[config.mk]
export PLATFORM = sky130hd
export DESIGN_NAME = ssp_ctrl
export DESIGN_NICKNAME = d
export VERILOG_FILES = /design/src/rtl/ssp_pkg.sv /design/src/rtl/ssp_sync.sv /design/src/rtl/ssp_fifo.sv /design/src/rtl/ssp_engine.sv /design/src/rtl/ssp_ctrl.sv
export SDC_FILE = /design/constraint.sdc
export NUM_CORES = 1
export LEC_CHECK = 0
export BUFFER_PORTS_ARGS = -buffer_cell sky130_fd_sc_hd__buf_4
export CAP_MARGIN = 40
export CORE_ASPECT_RATIO = 1.75
export CORE_MARGIN = 2
export CORE_UTILIZATION = 45
export CTS_CLUSTER_DIAMETER = 60
export DETAILED_ROUTE_END_ITERATION = 10
export PLACE_DENSITY = 0.65
export SYNTH_ARGS = -nofsm -noshare
export SYNTH_HDL_FRONTEND = slang
export SYNTH_SLANG_ARGS = --single-unit
[constraint.sdc]
create_clock -name clk -period 2.9 [get_ports clk]
set_input_delay 0.58 -clock clk [delete_from_list [all_inputs] [get_ports clk]]
set_output_delay 0.58 -clock clk [all_outputs]
set_load 0.02 [all_outputs]
[src/rtl/ssp_pkg.sv]
package ssp_pkg;

  // Register addresses on the bus port
  localparam logic [1:0] ADDR_CTRL = 2'd0;
  localparam logic [1:0] ADDR_DATA = 2'd1;
  localparam logic [1:0] ADDR_STAT = 2'd2;

  // Control word, packed so that bit 0 is loopback
  typedef struct packed {
    logic sod;    // bit 3: slave output disable
    logic slave;  // bit 2: 0 master, 1 slave
    logic en;     // bit 1: port enable
    logic loop;   // bit 0: internal loopback
  } ssp_cfg_t;

  typedef enum logic [1:0] {
    ST_IDLE = 2'd0,
    ST_LOW  = 2'd1,
    ST_HIGH = 2'd2,
    ST_SLV  = 2'd3
  } ssp_state_e;

endpackage

[src/rtl/ssp_sync.sv]
module ssp_sync #(
  parameter int unsigned W = 1,
  parameter logic [W-1:0] RST_VAL = '0
) (
  input  logic         clk,
  input  logic         rst_n,
  input  logic [W-1:0] d,
  output logic [W-1:0] q
);

  logic [W-1:0] meta_q;
  logic [W-1:0] sync_q;

  always_ff @(posedge clk or negedge rst_n) begin
    if (!rst_n) begin
      meta_q <= RST_VAL;
      sync_q <= RST_VAL;
    end else begin
      meta_q <= d;
      sync_q <= meta_q;
    end
  end

  assign q = sync_q;

endmodule

[src/rtl/ssp_fifo.sv]
module ssp_fifo #(
  parameter int unsigned W     = 16,
  parameter int unsigned DEPTH = 8,
  localparam int unsigned AW   = (DEPTH > 1) ? $clog2(DEPTH) : 1,
  localparam int unsigned CW   = $clog2(DEPTH + 1)
) (
  input  logic          clk,
  input  logic          rst_n,
  input  logic          push,
  input  logic [W-1:0]  wdata,
  input  logic          pop,
  output logic [W-1:0]  head,
  output logic [CW-1:0] count
);

  logic [W-1:0]  mem_q [DEPTH];
  logic [AW-1:0] wp_q, wp_d, rp_q, rp_d;
  logic [CW-1:0] cnt_q, cnt_d;
  logic          do_push, do_pop;

  assign do_push = push && (cnt_q != CW'(DEPTH));
  assign do_pop  = pop  && (cnt_q != '0);

  always_comb begin
    wp_d  = wp_q;
    rp_d  = rp_q;
    cnt_d = cnt_q;
    if (do_push) wp_d = (wp_q == AW'(DEPTH - 1)) ? '0 : wp_q + 1'b1;
    if (do_pop)  rp_d = (rp_q == AW'(DEPTH - 1)) ? '0 : rp_q + 1'b1;
    if (do_push && !do_pop) cnt_d = cnt_q + 1'b1;
    else if (do_pop && !do_push) cnt_d = cnt_q - 1'b1;
  end

  always_ff @(posedge clk or negedge rst_n) begin
    if (!rst_n) begin
      wp_q  <= '0;
      rp_q  <= '0;
      cnt_q <= '0;
    end else begin
      wp_q  <= wp_d;
      rp_q  <= rp_d;
      cnt_q <= cnt_d;
    end
  end

  // Storage carries no reset; only written slots are ever read
  always_ff @(posedge clk) begin
    if (do_push) mem_q[wp_q] <= wdata;
  end

  assign head  = (cnt_q == '0) ? '0 : mem_q[rp_q];
  assign count = cnt_q;

endmodule

[src/rtl/ssp_engine.sv]
module ssp_engine
  import ssp_pkg::*;
#(
  parameter int unsigned DW      = 16,
  parameter int unsigned FBW     = 5,
  parameter int unsigned CLK_DIV = 4,
  localparam int unsigned HALF   = CLK_DIV / 2,
  localparam int unsigned DVW    = (HALF > 1) ? $clog2(HALF) : 1
) (
  input  logic           clk,
  input  logic           rst_n,
  input  logic           en,
  input  logic           slave,
  input  logic           loop,
  input  logic [FBW-1:0] frame_bits,
  input  logic           tx_empty,
  input  logic [DW-1:0]  tx_data,
  output logic           tx_pop,
  output logic           rx_push,
  output logic [DW-1:0]  rx_data,
  input  logic           sclk_i,
  input  logic           mosi_i,
  input  logic           ssel_n_i,
  input  logic           miso_i,
  output logic           sclk_o,
  output logic           mosi_o,
  output logic           ssel_n_o,
  output logic           miso_o
);

  ssp_state_e     st_q, st_d;
  logic [DVW-1:0] div_q, div_d;
  logic [FBW-1:0] bit_q, bit_d, fb_q, fb_d;
  logic [DW-1:0]  tx_sh_q, tx_sh_d, rx_sh_q, rx_sh_d;
  logic [DW-1:0]  tx_aligned;
  logic           sclk_s, mosi_s, ssel_s;
  logic           sclk_d1, ssel_d1;
  logic           sclk_rise, sclk_fall, ssel_fall;
  logic           half_done, m_in, s_in;

  // Slave inputs pass through two flops before any use
  ssp_sync #(.W(3), .RST_VAL(3'b100)) u_sync (
    .clk   (clk),
    .rst_n (rst_n),
    .d     ({ssel_n_i, sclk_i, mosi_i}),
    .q     ({ssel_s, sclk_s, mosi_s})
  );

  assign sclk_rise = sclk_s && !sclk_d1;
  assign sclk_fall = !sclk_s && sclk_d1;
  assign ssel_fall = !ssel_s && ssel_d1;

  // MSB of the frame moves to bit DW-1 so both roles shift left
  assign tx_aligned = tx_data << (FBW'(DW) - frame_bits);
  assign half_done  = (div_q == DVW'(HALF - 1));

  assign sclk_o   = (st_q == ST_HIGH);
  assign ssel_n_o = !((st_q == ST_LOW) || (st_q == ST_HIGH));
  assign mosi_o   = !ssel_n_o && tx_sh_q[DW-1];
  assign miso_o   = (st_q == ST_SLV) && tx_sh_q[DW-1];

  assign m_in = loop ? mosi_o : miso_i;
  assign s_in = loop ? miso_o : mosi_s;

  always_comb begin
    st_d    = st_q;
    div_d   = div_q;
    bit_d   = bit_q;
    fb_d    = fb_q;
    tx_sh_d = tx_sh_q;
    rx_sh_d = rx_sh_q;
    tx_pop  = 1'b0;
    rx_push = 1'b0;
    if (!en) begin
      st_d  = ST_IDLE;
      div_d = '0;
      bit_d = '0;
    end else begin
      unique case (st_q)
        ST_IDLE: begin
          if ((!slave && !tx_empty) || (slave && ssel_fall)) begin
            tx_pop  = !tx_empty;
            tx_sh_d = tx_aligned;
            rx_sh_d = '0;
            bit_d   = '0;
            div_d   = '0;
            fb_d    = frame_bits;
            st_d    = slave ? ST_SLV : ST_LOW;
          end
        end
        ST_LOW: begin
          if (half_done) begin
            div_d   = '0;
            st_d    = ST_HIGH;
            rx_sh_d = {rx_sh_q[DW-2:0], m_in};
            bit_d   = bit_q + 1'b1;
            rx_push = (bit_q + 1'b1 == fb_q);
          end else begin
            div_d = div_q + 1'b1;
          end
        end
        ST_HIGH: begin
          if (half_done) begin
            div_d = '0;
            if (bit_q == fb_q) begin
              st_d = ST_IDLE;
            end else begin
              st_d    = ST_LOW;
              tx_sh_d = tx_sh_q << 1;
            end
          end else begin
            div_d = div_q + 1'b1;
          end
        end
        ST_SLV: begin
          if (ssel_s) begin
            st_d = ST_IDLE;
          end else if (sclk_rise && (bit_q != fb_q)) begin
            rx_sh_d = {rx_sh_q[DW-2:0], s_in};
            bit_d   = bit_q + 1'b1;
            rx_push = (bit_q + 1'b1 == fb_q);
          end else if (sclk_fall) begin
            tx_sh_d = tx_sh_q << 1;
          end
        end
        default: st_d = ST_IDLE;
      endcase
    end
  end

  assign rx_data = rx_sh_d;

  always_ff @(posedge clk or negedge rst_n) begin
    if (!rst_n) begin
      st_q    <= ST_IDLE;
      div_q   <= '0;
      bit_q   <= '0;
      fb_q    <= '0;
      tx_sh_q <= '0;
      rx_sh_q <= '0;
      sclk_d1 <= 1'b0;
      ssel_d1 <= 1'b1;
    end else begin
      st_q    <= st_d;
      div_q   <= div_d;
      bit_q   <= bit_d;
      fb_q    <= fb_d;
      tx_sh_q <= tx_sh_d;
      rx_sh_q <= rx_sh_d;
      sclk_d1 <= sclk_s;
      ssel_d1 <= ssel_s;
    end
  end

endmodule

[src/rtl/ssp_ctrl.sv]
module ssp_ctrl
  import ssp_pkg::*;
#(
  parameter int unsigned DW         = 16,
  parameter int unsigned FBW        = 5,
  parameter int unsigned FIFO_DEPTH = 8,
  parameter int unsigned CLK_DIV    = 4,
  localparam int unsigned CW        = $clog2(FIFO_DEPTH + 1)
) (
  input  logic           clk,
  input  logic           rst_n,
  input  logic [FBW-1:0] frame_bits,
  input  logic [1:0]     bus_addr,
  input  logic           bus_wr,
  input  logic           bus_rd,
  input  logic [DW-1:0]  bus_wdata,
  output logic [DW-1:0]  bus_rdata,
  output logic           sclk_o,
  output logic           mosi_o,
  output logic           ssel_n_o,
  output logic           mst_oe,
  input  logic           sclk_i,
  input  logic           mosi_i,
  input  logic           ssel_n_i,
  input  logic           miso_i,
  output logic           miso_o,
  output logic           miso_oe
);

  logic [1:0]    rst_sq;
  logic          rst_int_n;
  ssp_cfg_t      cfg_q, cfg_d;
  logic          tx_wr, rx_rd, tx_pop, rx_push;
  logic [DW-1:0] tx_head, rx_head, rx_word;
  logic [CW-1:0] tx_cnt, rx_cnt;
  logic          tx_empty, tnf, rne;

  // Reset asserts at once, releases on the clock
  always_ff @(posedge clk or negedge rst_n) begin
    if (!rst_n) rst_sq <= 2'b00;
    else        rst_sq <= {rst_sq[0], 1'b1};
  end
  assign rst_int_n = rst_sq[1];

  assign tx_wr = bus_wr && (bus_addr == ADDR_DATA);
  assign rx_rd = bus_rd && (bus_addr == ADDR_DATA);

  always_comb begin
    cfg_d = cfg_q;
    if (bus_wr && (bus_addr == ADDR_CTRL)) begin
      cfg_d.loop = bus_wdata[0];
      cfg_d.en   = bus_wdata[1];
      cfg_d.sod  = bus_wdata[3];
      if (!cfg_q.en) cfg_d.slave = bus_wdata[2];
    end
  end

  always_ff @(posedge clk or negedge rst_int_n) begin
    if (!rst_int_n) cfg_q <= '0;
    else            cfg_q <= cfg_d;
  end

  ssp_fifo #(.W(DW), .DEPTH(FIFO_DEPTH)) u_txf (
    .clk   (clk),
    .rst_n (rst_int_n),
    .push  (tx_wr),
    .wdata (bus_wdata),
    .pop   (tx_pop),
    .head  (tx_head),
    .count (tx_cnt)
  );

  ssp_fifo #(.W(DW), .DEPTH(FIFO_DEPTH)) u_rxf (
    .clk   (clk),
    .rst_n (rst_int_n),
    .push  (rx_push),
    .wdata (rx_word),
    .pop   (rx_rd),
    .head  (rx_head),
    .count (rx_cnt)
  );

  assign tx_empty = (tx_cnt == '0);
  assign tnf      = (tx_cnt != CW'(FIFO_DEPTH));
  assign rne      = (rx_cnt != '0);

  ssp_engine #(.DW(DW), .FBW(FBW), .CLK_DIV(CLK_DIV)) u_eng (
    .clk        (clk),
    .rst_n      (rst_int_n),
    .en         (cfg_q.en),
    .slave      (cfg_q.slave),
    .loop       (cfg_q.loop),
    .frame_bits (frame_bits),
    .tx_empty   (tx_empty),
    .tx_data    (tx_head),
    .tx_pop     (tx_pop),
    .rx_push    (rx_push),
    .rx_data    (rx_word),
    .sclk_i     (sclk_i),
    .mosi_i     (mosi_i),
    .ssel_n_i   (ssel_n_i),
    .miso_i     (miso_i),
    .sclk_o     (sclk_o),
    .mosi_o     (mosi_o),
    .ssel_n_o   (ssel_n_o),
    .miso_o     (miso_o)
  );

  assign mst_oe  = cfg_q.en && !cfg_q.slave;
  assign miso_oe = cfg_q.en && cfg_q.slave && !cfg_q.sod;

  always_comb begin
    unique case (bus_addr)
      ADDR_CTRL: bus_rdata = {{(DW-4){1'b0}}, cfg_q};
      ADDR_DATA: bus_rdata = rx_head;
      ADDR_STAT: bus_rdata = {{(DW-2){1'b0}}, rne, tnf};
      default:   bus_rdata = '0;
    endcase
  end

endmodule

==> results.sh <==
export IMPL_clock_sinks=335
export IMPL_dpl_cell_area_um2=16400
export IMPL_relSlewSlack_pct=33.9
export IMPL_drtIter0Drc=487
export IMPL_p_int_uw=10700
export IMPL_dp_cells=1455
export IMPL_setup_violations=0
export IMPL_ys_top_cells_by_area="edfxtp_1, dfrtp_1, mux4_2, mux2i_1, mux2_2"
export IMPL_fin_nets=1151
export IMPL_power_density_nw_per_um2=877
export IMPL_grt_pass1_vias=9082
export IMPL_status="finished, final reports clean"
export IMPL_netlist_area_leader_share_pct=51.2
export IMPL_skew_ps=17.7
export IMPL_die_y_um=246
export IMPL_tightest_slew_ps=981
export IMPL_syn_nets=1022
export IMPL_rows=88
export IMPL_wirelength_mm=32.1
export IMPL_synth_cell_types=74
export IMPL_rsz0062_at_grt="true"
export IMPL_critPathArrivalTime_ps=3300
export IMPL_groute_usage_overall_pct=18.9
export IMPL_dieWidth_um=142
export IMPL_ir_worst_vdd_mv=0.596
export IMPL_yosys_area_top_type="edfxtp_1"
export IMPL_drv_slew=0
export IMPL_coreArea_um2=32900
export IMPL_cts_tree="done"
export IMPL_grt_max_degree=43
export IMPL_syn_area_per_cell_um2=15.5
export IMPL_setup_ws_ps=45.3
export IMPL_cts_path_max_buffers=3
export IMPL_power_uw=15600
export IMPL_clockPowerShare_pct=27.1
export IMPL_route_detailed_drc=0
export IMPL_area_delta_synth_final_pct=18.2
export IMPL_ioPinCount=53
export IMPL_crit_required_ps=3340
export IMPL_period_share_pct=98.4
export IMPL_period_needed_ps=2850
export IMPL_path_class="reg -> reg"
export IMPL_htreeDepth=1
export IMPL_syn_instance_count=969
export IMPL_ys_ff_latch=335
export IMPL_layout_drive_gt1_share_pct=29.4
export IMPL_place_gp_congestion=0.889
export IMPL_yosysWarnings=0
export IMPL_syn_area_um2=15000
export IMPL_worstHoldPathType="in -> reg"
export IMPL_die_area_um2=34900
export IMPL_synth_edf_count=256
export IMPL_drt_wirelength_per_cell_um=21.0
export IMPL_dp_slack_ps=-46.8
export IMPL_stdcell_area_um2=17700
export IMPL_nFillCells=2634
export IMPL_overflow=0
export IMPL_critPathLaunchType="register"
export IMPL_antenna_found_initial=0
export IMPL_ys_seq_area_share_pct=64.4
export IMPL_seqPwrFrac_pct=38.6
export IMPL_max_freq_ghz=0.350
export IMPL_worstSkewPairLatency_ps=570
export IMPL_final_common_cell="edfxtp_1"
export IMPL_diodes=0
export IMPL_grt_first_pass_wirelength_mm=50.7
export IMPL_num_vias=8679
export IMPL_drt_pass1_iter_count=5
export IMPL_p_leak_uw=0.00643
export IMPL_drtAntennaViolNets=0
export IMPL_switching_share_pct=31.5
export IMPL_layout_cells_non_filler=1527
export IMPL_crit_path_end_kind="register"
export IMPL_cts_buffers=30
export IMPL_final_cell_mix="edfxtp_1, buf_4, nor2_1"
export IMPL_path_clk_slew_ps=70
export IMPL_pwr_share_comb_pct=34.3
export IMPL_hpwl_mm=22.1
export IMPL_io_buffers=52
export IMPL_viasPerCell=5.68
export IMPL_crit_fanout=2
export IMPL_async_flop_share_pct=23.6
export IMPL_synth_main_ff_cell="edfxtp_1"
export IMPL_clockRootBuffer="clkbuf_16"
export IMPL_start_util_pct=45.6
export IMPL_max_cap_violations=0
export IMPL_power_switching_uw=4890
export IMPL_hold_violations=0
layout make-up:
cell class	instances	area [um^2]	area share, %
clock buffers	45	898	5.06
inverters	17	63.8	0.360
multi-input cells	571	5150	29.0
clock inverters	11	173	0.973
flip-flops and latches	335	9670	54.5
well taps	405	507	2.86
repair buffers	143	1280	7.21
metal layers:
metal  routed length (um)  vias to the layer above  GRT usage, %
met4                  998                        0          6.79
met2                18000                      181          36.2
met5                    0                        -             0
met3                 1280                       68          2.80
met1                11800                     4428          21.0
li1                     -                     4002             -
worst max-delay path, cell delays in order, from the launching register on:
cell     delay (ps)
dfrtp_1         430
ha_4            260
xor2_1          140
or4_1           500
a21oi_1         120
and3_1          190
ha_2            190
inv_2            60
ha_4            230
a21o_1          160
a21oi_2         120
xnor2_1         130
nor2_1           60
xor2_1          140
registers in the layout, indices dropped and copies added, names as in the netlist, 2 cells and up:
name                 count
u_txf.mem_q            128
u_eng.rx_sh_q           16
u_txf.count              4
u_txf.rp_q               3
rst_sq                   2
u_rxf.mem_q            128
u_eng.bit_q              5
u_eng.u_sync.q           3
u_rxf.rp_q               3
u_eng.tx_sh_q           16
cfg_q                    4
u_rxf.count              4
u_eng.st_q               2
u_eng.fb_q               5
u_txf.wp_q               3
u_rxf.wp_q               3
u_eng.u_sync.meta_q      3
through the flow:
| step | hold WS [ps] | util, % | setup TNS [ps] |
|---|---|---|---|
| 6_report | 117 | 53.9 | 0 |
| 5_1_grt | 95.0 | 53.9 | -97.7 |
| 4_1_cts | 84.9 | 53.5 | -54.8 |
| 3_5_place_dp | 338 | 49.9 | -46.8 |
| 3_3_place_gp | 339 | 49.9 | 0 |
| 2_1_floorplan | 284 | - | -13800 |
what timing repair did:
item / CTS / global route
cloned: 1 / 0
pin swaps: 7 / 3
setup buffers: 3 / 8
hold endpoints to repair: 2 / 0
hold buffers: 1 / 0
resized for setup: 5 / 12
endpoints found under the setup margin: 16 / 103
synth_stat cells, types with 3 or more instances:
cell type and count:
nor2b_1 6, nor2_1 77, mux2_1 3, and3_1 5, a31oi_1 7, ha_1 20, xor2_1 7, edfxtp_1 256
nor2_2 4, o21ai_0 41, mux2i_1 52, clkbuf_8 5, o31ai_1 5, clkbuf_1 22, o22ai_1 4, xnor2_1 12
buf_1 7, or2_2 3, mux2_2 31, nand2b_1 17, nand3_1 11, dfstp_2 3, nand3b_1 3, buf_2 5
a21oi_1 31, mux4_2 59, a21o_1 7, a22oi_1 8, a221oi_1 9, nor3b_1 4, dfrtp_1 76, buf_6 5
inv_1 15, nor3_1 22, mux4_1 8, nand2_1 62, and2_1 7
path summary, 6_finish.rpt:
check                          startpoint                     end  slack, ps  cells after the start
min                                mosi_i  u_eng.u_sync.meta_q[0]        120                      1
min in group asynchronous           rst_n               rst_sq[1]        330                      2
max                        u_eng.bit_q[0]          u_rxf.count[3]         50                     13
max in group asynchronous       rst_sq[1]           u_eng.ssel_d1       1790                      1
min reg2reg                     rst_sq[1]       u_eng.rx_sh_q[11]        340                      0
max reg2reg                u_eng.bit_q[0]          u_rxf.count[3]         50                     13
cell families after synthesis:
| family | count (synthesis) | synth area share, % |
|---|---|---|
| other | 1 | 0.0250 |
| buffers and inverters | 63 | 2.33 |
| adders and majority gates | 22 | 1.93 |
| DFF | 335 | 64.4 |
| xor gates and xnor gates | 19 | 1.11 |
| and+or+nand+nor | 235 | 7.59 |
| AOI/OAI and AO/OA | 139 | 6.06 |
| muxes | 155 | 16.5 |
power groups by stage:
stage,clock network (uW),registers (uW),logic (uW)
CTS,4320,6000,5280
floorplan,0,5940,3750
global route,4470,6060,5820
finish,4210,6010,5330
global placement,0,6090,5060
detailed placement,0,6110,5130
Note: power is estimated with default switching activity, not from simulation.
